### src/rtl/baud_tick_pkg.sv
package baud_tick_pkg;
  typedef enum logic {
    MODE_INT  = 1'b0,
    MODE_FRAC = 1'b1
  } tick_mode_e;
endpackage

### src/rtl/baud_int_div.sv
module baud_int_div #(
  parameter int unsigned W = 16
) (
  input  logic         clk_i,
  input  logic         rst_ni,
  input  logic         en_i,
  input  logic [W-1:0] reload_i,
  output logic         tick_o
);
  logic [W-1:0] cnt_q;
  logic [W-1:0] reload_m1;

  // zero reload behaves as divide-by-one
  assign reload_m1 = (reload_i == '0) ? '0 : reload_i - W'(1);
  assign tick_o    = en_i && (cnt_q == '0);

  always_ff @(posedge clk_i or negedge rst_ni) begin
    if (!rst_ni)              cnt_q <= '0;
    else if (!en_i)           cnt_q <= '0;
    else if (cnt_q == '0)     cnt_q <= reload_m1;
    else                      cnt_q <= cnt_q - W'(1);
  end

  p_hold_zero_r6: assert property (@(posedge clk_i) disable iff (!rst_ni)
    !en_i |=> (cnt_q == '0));

  p_count_down_r2: assert property (@(posedge clk_i) disable iff (!rst_ni)
    (en_i && cnt_q != '0) |=> (cnt_q == $past(cnt_q) - W'(1)));

  p_single_tick_r9: assert property (@(posedge clk_i) disable iff (!rst_ni)
    (tick_o && reload_i >= W'(2)) |=> !tick_o);
endmodule

### src/rtl/baud_frac_acc.sv
module baud_frac_acc #(
  parameter int unsigned W = 16
) (
  input  logic         clk_i,
  input  logic         rst_ni,
  input  logic         en_i,
  input  logic [W-1:0] inc_i,
  output logic         tick_o
);
  localparam int unsigned SW = W + 1;

  logic [W-1:0]  acc_q;
  logic [SW-1:0] sum;

  assign sum    = {1'b0, acc_q} + {1'b0, inc_i};
  assign tick_o = en_i && sum[W];

  always_ff @(posedge clk_i or negedge rst_ni) begin
    if (!rst_ni)    acc_q <= '0;
    else if (!en_i) acc_q <= '0;
    else            acc_q <= sum[W-1:0];
  end

  p_hold_zero_r6: assert property (@(posedge clk_i) disable iff (!rst_ni)
    !en_i |=> (acc_q == '0));

  p_wrap_residue_r4: assert property (@(posedge clk_i) disable iff (!rst_ni)
    (en_i && tick_o) |=> (acc_q < $past(inc_i)));

  p_zero_inc_r5: assert property (@(posedge clk_i) disable iff (!rst_ni)
    (inc_i == '0) |-> !tick_o);
endmodule

### src/rtl/baud_tick_gen.sv
module baud_tick_gen
  import baud_tick_pkg::*;
#(
  parameter int unsigned RELOAD_W = 16
) (
  input  logic                clk_i,
  input  logic                rst_ni,
  input  logic                run_i,
  input  logic                frac_mode_i,
  input  logic [RELOAD_W-1:0] reload_i,
  output logic                tick_o
);
  tick_mode_e mode;
  logic       int_en, frac_en;
  logic       int_tick, frac_tick;
  logic       tick_q;

  assign mode    = tick_mode_e'(frac_mode_i);
  assign int_en  = run_i && (mode == MODE_INT);
  assign frac_en = run_i && (mode == MODE_FRAC);

  baud_int_div #(.W(RELOAD_W)) u_int (
    .clk_i    (clk_i),
    .rst_ni   (rst_ni),
    .en_i     (int_en),
    .reload_i (reload_i),
    .tick_o   (int_tick)
  );

  baud_frac_acc #(.W(RELOAD_W)) u_frac (
    .clk_i  (clk_i),
    .rst_ni (rst_ni),
    .en_i   (frac_en),
    .inc_i  (reload_i),
    .tick_o (frac_tick)
  );

  always_ff @(posedge clk_i or negedge rst_ni) begin
    if (!rst_ni) tick_q <= 1'b0;
    else         tick_q <= (mode == MODE_FRAC) ? frac_tick : int_tick;
  end

  assign tick_o = tick_q;

  p_idle_quiet_r6: assert property (@(posedge clk_i) disable iff (!rst_ni)
    !run_i |=> !tick_o);

  p_engines_exclusive_r10: assert property (@(posedge clk_i) disable iff (!rst_ni)
    !(int_tick && frac_tick));

  always_comb begin
    if (!rst_ni) p_reset_low_r1: assert (tick_o == 1'b0);
  end
endmodule

### config.mk
export PLATFORM = sky130hd
export DESIGN_NAME = baud_tick_gen
export DESIGN_NICKNAME = d
export VERILOG_FILES = /design/src/rtl/baud_tick_pkg.sv /design/src/rtl/baud_int_div.sv /design/src/rtl/baud_frac_acc.sv /design/src/rtl/baud_tick_gen.sv
export SDC_FILE = /design/constraint.sdc
export NUM_CORES = 1
export LEC_CHECK = 0
export ABC_AREA = 1
export BUFFER_PORTS_ARGS = -buffer_cell sky130_fd_sc_hd__buf_2
export CORE_MARGIN = 2
export CORE_UTILIZATION = 52
export CTS_BUF_LIST = sky130_fd_sc_hd__clkbuf_2
export DETAILED_ROUTE_END_ITERATION = 8
export PLACE_DENSITY = 0.7
export RECOVER_POWER = 100
export SLEW_MARGIN = 40
export SYNTH_ARGS = -nofsm -noshare
export SYNTH_HDL_FRONTEND = slang
export SYNTH_HIERARCHICAL = 1
export SYNTH_SLANG_ARGS = --single-unit
### constraint.sdc
create_clock -name clk_i -period 2.4 [get_ports clk_i]
set_input_delay 0.48 -clock clk_i [delete_from_list [all_inputs] [get_ports clk_i]]
set_output_delay 0.48 -clock clk_i [all_outputs]
set_load 0.02 [all_outputs]
* Word level (Yosys, flattened, before mapping)
Index checks and enable logic that the tools add are counted.
Widths: inputs -> output; s select.
** Storage, ports and cells
- Register bits after elaboration :: 33
- Bits of input ports :: 20
- Output and inout bits :: 1
- Logic and storage cells :: 18
** Cells by class
- Add/subtract/negate cells :: 3
- Mux-type cells :: 5
- Bitwise logic cells :: 1
- Reduce and logical (&&, ||, !) cells :: 6
** Operators by type and width (number)
- $mux 16 :: 4
- $logic_not 16->1 :: 2
- $sub 16x1->16 const B :: 2
- $add 16x16->17 :: 1
- $logic_and 1x1->1 :: 4
- $mux 1 :: 1
- $not 1->1 :: 1

* Depth between registers and ports, before layout
- Word-level depth :: 4
- Gate-level depth with buffers :: 12
- Mapped depth without buffers :: 12

* Cells and area by module
The synthesis kept the hierarchy.
** Modules (own cells, without submodules)
- baud_int_div :: instances 1, cells an instance 218, area an instance 1447.6 µm², seq. area each 400.4 µm²
- baud_frac_acc :: instances 1, cells an instance 225, area an instance 1442.6 µm², seq. area each 400.4 µm²
- baud_tick_gen :: instances 1, cells an instance 9, area an instance 55.1 µm², seq. area each 25.0 µm²

* Worst setup path before layout
OpenSTA, ideal clock, no wires.
- Kind :: input -> register
- Start :: input reload_i[0]
- End :: register u_frac.acc_q[8]
- Arrival time :: 1.588 ns
- Path slack :: 0.692 ns
- Stages :: 10
- Cells stage by stage :: ha_1 inv_1 fa_1 inv_1 nand3_1 nand3_1 inv_1 o21bai_1 and2_1 nor2_1
** Between the ends
- Word-level cells in the longest chain between the ends :: 2
** Ends and longest elaborated chain
- start: declaration :: line baud_tick_gen.sv:10 : input logic [RELOAD_W-1:0] reload_i,
- $add 16x16->17 :: line baud_frac_acc.sv:15 : assign sum = {1'b0, acc_q} + {1'b0, inc_i};
- $mux 16 :: line baud_frac_acc.sv:20 : else if (!en_i) acc_q <= '0;
- end signal: assignment :: line baud_frac_acc.sv:21 : else acc_q <= sum[W-1:0];
- end: declaration :: line baud_frac_acc.sv:12 : logic [W-1:0] acc_q;
No other way between the ends.

* Worst setup path in the final report
- Start :: register u_int.cnt_q[0]
- End :: register u_int.cnt_q[6]
** Between the ends
- Word-level cells in the longest chain between the ends :: 3
- Elaborated cells between the ends (all ways) :: 4
- Classes of those cells :: add/sub (1); mux (2); reduce/logical (1)
** Ends and longest elaborated chain
- start: declaration :: line baud_int_div.sv:10 : logic [W-1:0] cnt_q;
- start signal: assignment :: line baud_int_div.sv:20 : else if (cnt_q == '0) cnt_q <= reload_m1;
- start signal: assignment :: line baud_int_div.sv:21 : else cnt_q <= cnt_q - W'(1);
- $sub 16x1->16 / $logic_not 16->1 (equally long branches) :: line baud_int_div.sv:21, baud_int_div.sv:20
- $mux 16 * :: line baud_int_div.sv:20
- $mux 16 * :: line baud_int_div.sv:19 : else if (!en_i) cnt_q <= '0;
Every way passes the cells marked *; elsewhere a longest branch is shown, timed or not.

==> flow_metrics.py <==
metrics = {
    "die": {
        "initial_core_util_pct": 53.8,
        "core-area_um2": 5470,
        "num_io_pins": 21,
        "die_y_um": 79.3,
        "die_width_um": 79.3,
        "die_area_um2": 6280,
        "num_rows": 27,
    },
    "pwr": {
        "power_density_nw_per_um2": 791,
        "p_total_mw": 2.52,
        "ir_drop_uv": 539,
        "power_leakage_nw": 1.86,
    },
    "placed_design": {
        "place.gp.congestion": 0.876,
        "post_dp_cell_area_um2": 3120,
        "post-place-ws_ps": 483,
        "dp_hpwl_um": 5100,
        "io_buffers": 20,
        "dp_cells": 543,
    },
    "cts": {
        "clkSlewWorstSetupHoldPaths_ps": 190,
        "clock_latency_ps": 380,
        "clockBufferDepth": 2,
        "post-cts-setup-buffers": 0,
        "cts_tree": "done",
        "cts_buffers": 5,
        "htree_levels": 2,
        "cts_root_buffer": "clkbuf_2",
        "clock_sinks": 33,
    },
    "critical_path": {
        "critPathMostFrequentCell": "nand2_1",
        "crit_arrival_ps": 2110,
        "crit_required_ps": 2720,
        "rrSetupSlack_ps": 610,
        "crit_family": "simple AND/OR/NAND/NOR gates",
        "critPathMaxStageDelay_ps": 430,
        "crit_fanout": 4,
        "slowest_stage": "dfrtp_1",
        "cp_cell_sequence": "inv_1 -> ha_1 -> nand2_1 -> nor2_1 -> nand3_1 -> clkinvlp_2 -> nand2_1 -> o21ai_0",
        "crit_buf_inv": 2,
        "crit_path_end_kind": "flop",
        "crit_type": "flop to flop",
        "startpoint_type": "flop",
    },
    "cells_and_area": {
        "fin_util_pct": 58.2,
        "final_cell_area_um2": 3180,
        "area_growth_pct": 8.07,
        "final_common_cell": "nand2_1",
        "finalNonFillerCells": 552,
        "n_fill_cell": 554,
        "drive_gt1_share_pct": 10.6,
        "nets": 519,
        "antenna_cells": 0,
        "mostFrequentLayoutCells": "nand2_1 (133), inv_1 (81), nor2_1 (53)",
    },
    "timing": {
        "fmax_mhz": 559,
        "relSlewSlack_pct": 43.8,
        "final.min_clock_period_ps": 1790,
        "setup_viol": 0,
        "rsz0062_at_grt": "no",
        "holdWs_ps": 354,
        "fin_crit_sh_pct": 74.5,
        "final-max-slew-violation-count": 0,
        "skew_ps": 27.6,
        "hold_viol_final": 0,
        "tns_ps": 0,
        "worst_slack_ps": 612,
        "tightest_slew_ps": 842,
    },
    "hold_path": {
        "hold_class": "input pin to flop",
    },
    "detailed_routing": {
        "vias_per_cell": 4.94,
        "wl_um": 6450,
        "first_pass_iters": 5,
        "wl_per_cell_um": 11.7,
        "postRouteAntennaNets": 0,
        "route.detailed.drc": 0,
        "vias": 2726,
        "drt-initial-drc-count": 86,
    },
    "synthesis": {
        "synth_top_area_share_pct": 28.0,
        "ys_seq_area_share_pct": 28.0,
        "syn_nets": 492,
        "syn_inst": 452,
        "synthesis.area_um2": 2950,
        "synth.area.top_cells": "dfrtp_1 (28%), nand2_1 (17%), inv_1 (10%)",
        "synth-seq-cells": 33,
        "synth.avg_cell_area_um2": 6.52,
        "yosysWarnings": 6,
        "yosys.area.top_type": "dfrtp_1",
        "synth.distinct_cells": 31,
    },
    "grt": {
        "grt_use_total_pct": 22.5,
        "grt_pass1_wl_um": 11200,
        "grt_pass1_vias": 2572,
        "grt-ovfl-total": 0,
        "grt_antenna_before_repair": 0,
        "grt_max_degree": 34,
    },
    "status": {
        "status": "complete, no violations",
    },
    "job": {
        "drv_cap": 0,
    },
}
power breakdown:
group          leakage [nW]  switching (mW)  internal, mW
Sequential            0.445          0.0804         0.660
Clock                0.0529           0.198         0.279
Combinational          1.37           0.834         0.465
layout make-up:
cell class / instances / area (µm²) / area share [%]
Multi-Input combinational cell: 335 / 1760 / 55.2
Tap cell: 72 / 90.1 / 2.83
Clock inverter: 3 / 65.1 / 2.04
Clock buffer: 5 / 25.0 / 0.786
Timing Repair Buffer: 21 / 108 / 3.38
Sequential cell: 33 / 826 / 25.9
Inverter: 83 / 313 / 9.83
kinds of logic after synthesis:
logic type	share of synthesized area, %
and+or+nand+nor	40.0
buffers and inverters	11.1
AOI/OAI and AO/OA	7.35
xor gates and xnor gates	4.76
DFF	28.0
adders and majority gates	8.75
synthesized netlist by cell type (all sizes together):
cell type,n
xnor2,6
nand3,35
or2,3
ha,19
nand3b,3
inv,82
nand2,140
o21ai,22
nor3,4
o21bai,1
nand4,5
clkinv,1
clkbuf,1
a21oi,19
fa,1
dfrtp,33
nor2,64
and2,3
xor2,10
routing by layer:
metal,vias to the layer above,track usage (%),wire length [µm],part of all wire [%]
met5,-,0,0,0
met4,0,6.21,82,1.3
met3,10,3.41,267,4.1
met2,49,40.4,3160,49
met1,1206,28.1,2940,46
li1,1461,-,-,-
worst paths after layout:
check                      cells past startpoint         endpoint      startpoint
min in group asynchronous                      2  u_frac/acc_q[6]          rst_ni
max in group asynchronous                      2  u_int/cnt_q[10]          rst_ni
setup reg to reg                               8   u_int/cnt_q[6]  u_int/cnt_q[0]
hold reg to reg                                1   u_int/cnt_q[0]  u_int/cnt_q[0]
hold / removal                                 3           tick_o     frac_mode_i
setup / recovery                               8   u_int/cnt_q[6]  u_int/cnt_q[0]
worst reg2reg max path: stages, from the launching register on:
cell and delay [ps]:
dfrtp_1 430, inv_1 110, ha_1 190, nand2_1 60
nor2_1 230, nand3_1 250, clkinvlp_2 200, nand2_1 110
o21ai_0 150
flip-flops by register name, indices dropped and copies added, names as in the netlist:
register and cells:
tick_o 1, u_frac/acc_q 16, u_int/cnt_q 16
timing repair:
item	CTS	global route
hold endpoints to repair	0	2
hold buffers	0	1
gates resized for setup	0	0
Note: power is estimated with default switching activity, not from simulation.
